--- src/rtl/mawd_pkg.sv ---
package mawd_pkg;

  localparam int unsigned IDX_W = 2;

  typedef struct packed {
    logic             cs;
    logic [IDX_W-1:0] rs;
    logic [IDX_W-1:0] idx;
    logic             rd_cs;
  } dec_out_t;

  localparam dec_out_t DEC_IDLE = '{cs: 1'b0, rs: {IDX_W{1'b1}}, idx: '0, rd_cs: 1'b0};

endpackage

--- src/rtl/mawd_rst_sync.sv ---
module mawd_rst_sync #(
  parameter int unsigned STAGES = 2
) (
  input  logic clk,
  input  logic rst_n,
  output logic rst_i
);

  logic [STAGES-1:0] sync_q;

  generate
    if (STAGES == 1) begin : g_one
      always_ff @(posedge clk or negedge rst_n) begin
        if (!rst_n) sync_q <= '0;
        else        sync_q <= 1'b1;
      end
    end else begin : g_many
      always_ff @(posedge clk or negedge rst_n) begin
        if (!rst_n) sync_q <= '0;
        else        sync_q <= {sync_q[STAGES-2:0], 1'b1};
      end
    end
  endgenerate

  assign rst_i = sync_q[STAGES-1];

endmodule

--- src/rtl/mawd_hi_latch.sv ---
module mawd_hi_latch #(
  parameter int unsigned BYTE_W = 8
) (
  input  logic              clk,
  input  logic              rst_i,
  input  logic              load,
  input  logic [BYTE_W-1:0] din,
  output logic [BYTE_W-1:0] hi_q
);

  logic [BYTE_W-1:0] hi_d;

  always_comb begin
    hi_d = hi_q;
    if (load) hi_d = din;
  end

  always_ff @(posedge clk or negedge rst_i) begin
    if (!rst_i) hi_q <= '0;
    else        hi_q <= hi_d;
  end

  AST_HI_HELD: assert property (@(posedge clk) disable iff (!rst_i)
    !load |=> $stable(hi_q));

  AST_HI_LOADED: assert property (@(posedge clk) disable iff (!rst_i)
    load |=> (hi_q == $past(din)));

endmodule

--- src/rtl/mawd_lo_decode.sv ---
module mawd_lo_decode
  import mawd_pkg::*;
#(
  parameter int unsigned BYTE_W  = 8,
  parameter int unsigned IDX_LSB = 2
) (
  input  logic [BYTE_W-1:0] hi_byte,
  input  logic [BYTE_W-1:0] lo_byte,
  input  logic              rd,
  output dec_out_t          dec
);

  localparam int unsigned NIB_W = BYTE_W / 2;

  logic             page_hit;
  logic             nib_hit;
  logic [IDX_W-1:0] rs_w;
  logic             grp_ok;

  assign page_hit = &hi_byte;
  assign nib_hit  = &lo_byte[BYTE_W-1 -: NIB_W];
  assign rs_w     = nib_hit ? lo_byte[IDX_LSB +: IDX_W] : {IDX_W{1'b1}};
  assign grp_ok   = ~&rs_w;

  always_comb begin
    dec       = DEC_IDLE;
    dec.rs    = rs_w;
    dec.cs    = page_hit & nib_hit & grp_ok;
    dec.idx   = dec.cs ? rs_w : '0;
    dec.rd_cs = dec.cs & rd;
  end

endmodule

--- src/rtl/mawd_window_dec.sv ---
module mawd_window_dec
  import mawd_pkg::*;
#(
  parameter int unsigned BYTE_W      = 8,
  parameter int unsigned IDX_LSB     = 2,
  parameter int unsigned SYNC_STAGES = 2
) (
  input  logic              clk,
  input  logic              rst_n,
  input  logic [BYTE_W-1:0] ad_bus,
  input  logic              as_strb,
  input  logic              rd_strb,
  output logic              csel,
  output logic [1:0]        rsel,
  output logic [1:0]        reg_idx,
  output logic              rd_csel
);

  logic              rst_i;
  logic [BYTE_W-1:0] hi_q;
  dec_out_t          dec_w;
  dec_out_t          out_d;
  dec_out_t          out_q;

  mawd_rst_sync #(.STAGES(SYNC_STAGES)) u_rst (
    .clk   (clk),
    .rst_n (rst_n),
    .rst_i (rst_i)
  );

  mawd_hi_latch #(.BYTE_W(BYTE_W)) u_hi (
    .clk   (clk),
    .rst_i (rst_i),
    .load  (as_strb),
    .din   (ad_bus),
    .hi_q  (hi_q)
  );

  mawd_lo_decode #(.BYTE_W(BYTE_W), .IDX_LSB(IDX_LSB)) u_dec (
    .hi_byte (hi_q),
    .lo_byte (ad_bus),
    .rd      (rd_strb),
    .dec     (dec_w)
  );

  always_comb begin
    out_d = dec_w;
    if (as_strb) out_d = DEC_IDLE;
  end

  always_ff @(posedge clk or negedge rst_i) begin
    if (!rst_i) out_q <= DEC_IDLE;
    else        out_q <= out_d;
  end

  assign csel    = out_q.cs;
  assign rsel    = out_q.rs;
  assign reg_idx = out_q.idx;
  assign rd_csel = out_q.rd_cs;

  AST_TOP_QUARTER_DEAD: assert property (@(posedge clk) disable iff (!rst_i)
    csel |-> (reg_idx != 2'b11));

  AST_STROBE_IDLES: assert property (@(posedge clk) disable iff (!rst_i)
    as_strb |=> (!csel && !rd_csel && rsel == 2'b11));

  AST_RD_NEEDS_CS: assert property (@(posedge clk) disable iff (!rst_i)
    rd_csel |-> csel);

  AST_CS_NEEDS_PAGE: assert property (@(posedge clk) disable iff (!rst_i)
    csel |-> (&hi_q));

  AST_IDX_FOLLOWS_RS: assert property (@(posedge clk) disable iff (!rst_i)
    csel |-> (reg_idx == rsel));

endmodule

--- config.mk ---
export PLATFORM = sky130hd
export DESIGN_NAME = mawd_window_dec
export DESIGN_NICKNAME = d
export VERILOG_FILES = /design/src/rtl/mawd_pkg.sv /design/src/rtl/mawd_rst_sync.sv /design/src/rtl/mawd_hi_latch.sv /design/src/rtl/mawd_lo_decode.sv /design/src/rtl/mawd_window_dec.sv
export SDC_FILE = /design/constraint.sdc
export NUM_CORES = 1
export LEC_CHECK = 0
export ABC_AREA = 1
export BUFFER_PORTS_ARGS = -buffer_cell sky130_fd_sc_hd__clkbuf_2
export CAP_MARGIN = 20
export CORE_UTILIZATION = 48
export DETAILED_ROUTE_END_ITERATION = 10
export PLACE_DENSITY = 0.71
export SETUP_SLACK_MARGIN = 0.02
export SYNTH_ARGS = -nofsm -noshare
export SYNTH_HDL_FRONTEND = slang
export SYNTH_SLANG_ARGS = --single-unit
--- constraint.sdc ---
create_clock -name clk -period 0.8 [get_ports clk]
set_input_delay 0.08 -clock clk [delete_from_list [all_inputs] [get_ports clk]]
set_output_delay 0.08 -clock clk [all_outputs]
set_load 0.01 [all_outputs]
# ---- After elaboration in Yosys (flattened, before gate mapping)
# Cells that the tools add are included.
dict set report totals {
  ff_bits 16
  in_bits 12
  output_inout_bits 6
  wordCells 16
}
dict set report op_classes {
  mux 3
  n_bitwise 3
  reduce_logical 4
}
# op count
set ops {}
lappend ops {{AND reduction 8 bit} 1}
lappend ops {{two-way mux 6 bit} 1}
lappend ops {{two-way mux 2 bit} 2}
lappend ops {{AND reduction 4 bit} 1}
lappend ops {{bitwise AND 1 bit} 3}
lappend ops {{AND reduction 2 bit} 1}
lappend ops {{zero test 1 bit} 1}

# ---- Logic depth before layout (Yosys ltp)
dict set report depth {
  ltp_word 7
  mapped_depth 6
  depth_no_buf 6
}

# ---- Modules after synthesis
# A second synthesis with hierarchy kept.
dict set report unflattened {
  cells_unflattened 81
  area_unflattened_um2 683.2
}
# mod instances cells_per_inst area_each_um2 seq_area_each_um2
set modules_own_cells {}
lappend modules_own_cells {mawd_hi_latch 1 34 305.3 200.2}
lappend modules_own_cells {mawd_window_dec 1 19 201.4 152.6}
lappend modules_own_cells {mawd_lo_decode 1 25 122.6 0.0}
lappend modules_own_cells {mawd_rst_sync 1 3 53.8 50.0}

# ---- Least setup slack after synthesis
# No wires, ideal clock.
dict set report synth_timing {
  kind {register to register}
  from {register u_hi.hi_q[3]}
  to {register out_q (netlist bit reg_idx[0])}
  setup_ns 0.071
  arrival_time_ns 0.783
  required_time_ns 0.729
  setup_slack_ns -0.055
  path_stages_with_launch 7
  path_buffers 0
  synth_period_minus_slack_ns 0.855
  cell_sequence {dfrtp_1 nand2_1 nor2_4 nand2_2 nor2_2 nand2_2 nor2_1}
}
# element line_no
set synth_rtl {}
lappend synth_rtl {{start, declared} mawd_hi_latch.sv:8} ;# output logic [BYTE_W-1:0] hi_q
lappend synth_rtl {{start signal, assigned} mawd_hi_latch.sv:20} ;# else hi_q <= hi_d;
lappend synth_rtl {{end signal, assigned} mawd_window_dec.sv:53} ;# else out_q <= out_d;
lappend synth_rtl {{end, declared} mawd_window_dec.sv:23} ;# dec_out_t out_q;

# ---- Worst setup path after layout
dict set report layout_timing {
  from {register out_q (netlist bit rsel[0])}
  to {output rsel[0]}
}
# element line_no
set layout_rtl {}
lappend layout_rtl {{end, declared} mawd_window_dec.sv:14} ;# output logic [1:0] rsel,
# No word-level cell between the ends.

==> results.py <==
metrics = {
    "placed_design": {
        "gp_routability_congestion": 0.694,
        "detailed_place.area_um2": 759,
        "place_worst_setup_slack_ps": -87.2,
        "dp_hpwl_um": 701,
        "port_buffers": 17,
    },
    "global_route": {
        "aggregate_global_routing_overflow": 0,
        "pin_count_of_the_biggest_net_entering_global_routing": 15,
        "grt_pass1_vias": 428,
        "global_route.usage.total_pct": 17.9,
        "global_route_wire_length_before_repair_mm": 1.74,
        "antenna_violations_before_repair": 0,
    },
    "pwr": {
        "power_density_nw_per_um2": 1820,
        "total_leakage_power_uw": 0.000454,
        "power.total_uw": 1560,
        "ir_worst_vdd_v": 0.00117,
    },
    "clock_network": {
        "clock-root-buffer": "clkbuf_4",
        "tritoncts.num_buffers": 3,
        "h_tree_lvl_count": 1,
        "clock_tree_from_tritoncts": "built",
        "tritoncts_sinks": 16,
        "cts.repair_timing.setup_buffer_count": 0,
        "clkLatencyLatePin_ps": 280,
        "max-clock-path-buffers": 2,
        "clk_pin_slew_ps": 90,
    },
    "setup_path": {
        "timing.critical_path.cells": "buf_6",
        "critPathTopFamily": "flip-flops",
        "cp.buffers_inverters": 1,
        "critical_path.startpoint_type": "flop",
        "critical-path-slowest-cell": "dfstp_2",
        "worst_setup_path_end_kind": "primary output",
        "crit_fanout": 1,
        "worst_ep_arrival_time_ps": 910,
        "critical_path_required_ps": 720,
        "criticalPathCategory": "flop to primary output",
        "slowest_delay_ps": 540,
    },
    "timing": {
        "timing.fmax_ghz": 1.01,
        "finClkSkew_ps": 0.858,
        "finalSetupViolations": 10,
        "final-max-slew-violation-count": 0,
        "final.setup.worst_slack_ps": -186,
        "hold_violations": 0,
        "final.period_utilization_pct": 123,
        "unrepaired_setup_endpoints_after_global_routing": "yes",
        "final_period_minus_worst_setup_slack_ps": 986,
    },
    "route": {
        "routed_wirelength_mm": 1.05,
        "route.detailed.drc": 0,
        "drt-vias-per-instance": 4.31,
        "wl_per_cell_um": 9.61,
        "detailroute.via_count": 470,
        "drt_iter0_markers": 14,
        "detail_route.first_pass.iterations": 3,
        "antenna_violating_nets_post_route": 0,
    },
    "layout": {
        "design.final.nets": 108,
        "postLayoutCellArea_um2": 856,
        "antenna_cells": 0,
        "num-fill-cells": 88,
        "drive_gt1_share_pct": 42.1,
        "syn_to_final_growth_pct": 34.6,
    },
    "hold_path": {
        "timing.hold.worst.class": "input pin to flop",
    },
    "floorplanning": {
        "dieWidth_um": 38.4,
        "design.portCount": 18,
        "start_util_pct": 54.3,
        "floorplan.core_area_um2": 1170,
        "die_area_um2": 1470,
        "rows": 12,
        "floorplan.die.height_um": 38.4,
    },
    "yosys": {
        "synth.most_common_cell": "nand2_1",
        "synth_seq_area_share_pct": 63.4,
        "synth.net_count": 79,
        "synth_edf_count": 0,
        "synth_area_um2": 636,
        "synth_warnings": 0,
        "yosys-top-cells-area": "dfrtp_1 55%, nand2_1 14%, dfstp_2 8.3%",
        "synthesis.area_per_instance_um2": 9.49,
        "async_reset_ff_share_pct": 100,
        "synth_top_cell_by_area": "dfrtp_1",
        "most_used_dff_post_synth": "dfrtp_1",
        "yosys-top-cells-count": "24 x nand2_1, 14 x dfrtp_1, 7 x inv_1, 6 x nor2_1, 4 x o21ai_0",
        "netlist_instances": 67,
        "synth_cell_type_count": 13,
        "synth.ff_latch_count": 16,
        "synth.top_cell.area_share_pct": 55.1,
    },
    "run_status": {
        "run_status": "finished with violations",
        "violations": "negative setup slack",
    },
    "run": {
        "max-cap-violations": 0,
    },
}
## worst paths after layout
path	startpoint	end	slack (ps)	cells after the start
setup reg to reg	u_hi.hi_q[0]	reg_idx[0]	-130	6
setup / recovery	rsel[0]	rsel[0]	-190	1
min in group asynchronous	rst_n	u_rst.sync_q[0]	110	2
hold reg to reg	u_rst.sync_q[1]	u_hi.hi_q[7]	180	1
hold / removal	ad_bus[5]	u_hi.hi_q[5]	9	3
max in group asynchronous	u_rst.sync_q[1]	rsel[0]	390	1
## power by group
| group | switching [uW] | leakage, uW | internal (uW) |
|---|---|---|---|
| sequential | 20.8 | 0.000198 | 851 |
| combinational | 85.5 | 0.000235 | 77.8 |
| clock | 248 | 0.0000210 | 277 |
| total | 354 | 0.000454 | 1210 |
## state kept, by name, indices dropped and copies added, names as in the netlist
name,count
rsel,2
u_hi.hi_q,8
csel,1
reg_idx,2
u_rst.sync_q,2
rd_csel,1
## cell families after synthesis
| logic type | count (synthesis) | synth area share [%] |
|---|---|---|
| AOI/OAI and AO/OA | 5 | 4.33 |
| buffers and inverters | 9 | 6.50 |
| and+or+nand+nor | 36 | 25.2 |
| DFF | 16 | 63.4 |
| other | 1 | 0.590 |
## per-stage QoR
step	hold WS (ps)	instances	setup TNS, ps	util (%)
2_1_floorplan	-216	67	-92.6	-
3_3_place_gp	-134	101	-246	64.9
3_5_place_dp	-132	101	-305	64.9
4_1_cts	3.71	109	-1040	71.4
5_1_grt	19.6	109	-1650	73.1
6_report	9.33	109	-1020	73.1
## repair_timing
| item | in CTS | in global routing |
|---|---|---|
| hold buffers | 4 | 0 |
| pin swaps | 1 | 0 |
| endpoints found under the setup margin | 10 | 11 |
| hold endpoints to repair | 5 | 0 |
| gates resized for setup | 1 | 8 |
## cells in the final DEF, fill, tap and decap left out, types with 2 or more instances in the layout
| cell type | instances |
|---|---|
| inv_1 | 5 |
| clkbuf_4 | 3 |
| o21ai_0 | 4 |
| buf_4 | 4 |
| dlygate4sd3_1 | 4 |
| dfstp_2 | 2 |
| inv_2 | 3 |
| nor2_1 | 3 |
| nand2_1 | 23 |
| nor2_4 | 2 |
| buf_6 | 2 |
| nand2_2 | 3 |
| clkbuf_2 | 15 |
| nor2_2 | 5 |
| dfrtp_1 | 14 |
## cell type report
type | count | area, um^2 | area share (%)
clock buffers | 4 | 36.3 | 4.24
repair buffers | 25 | 168 | 19.6
multi-input cells | 42 | 201 | 23.5
well taps | 14 | 17.5 | 2.05
inverters | 8 | 30.0 | 3.51
flip-flops and latches | 16 | 403 | 47.1
## layer usage
layer	vias to the layer above	share of wire, %	track usage, %
li1	255	-	-
met1	200	48	21.5
met2	13	47	28.4
met3	2	3.7	3.49
met4	0	1.3	12.9
met5	-	0	0
Power figures use the tool's default switching activity.
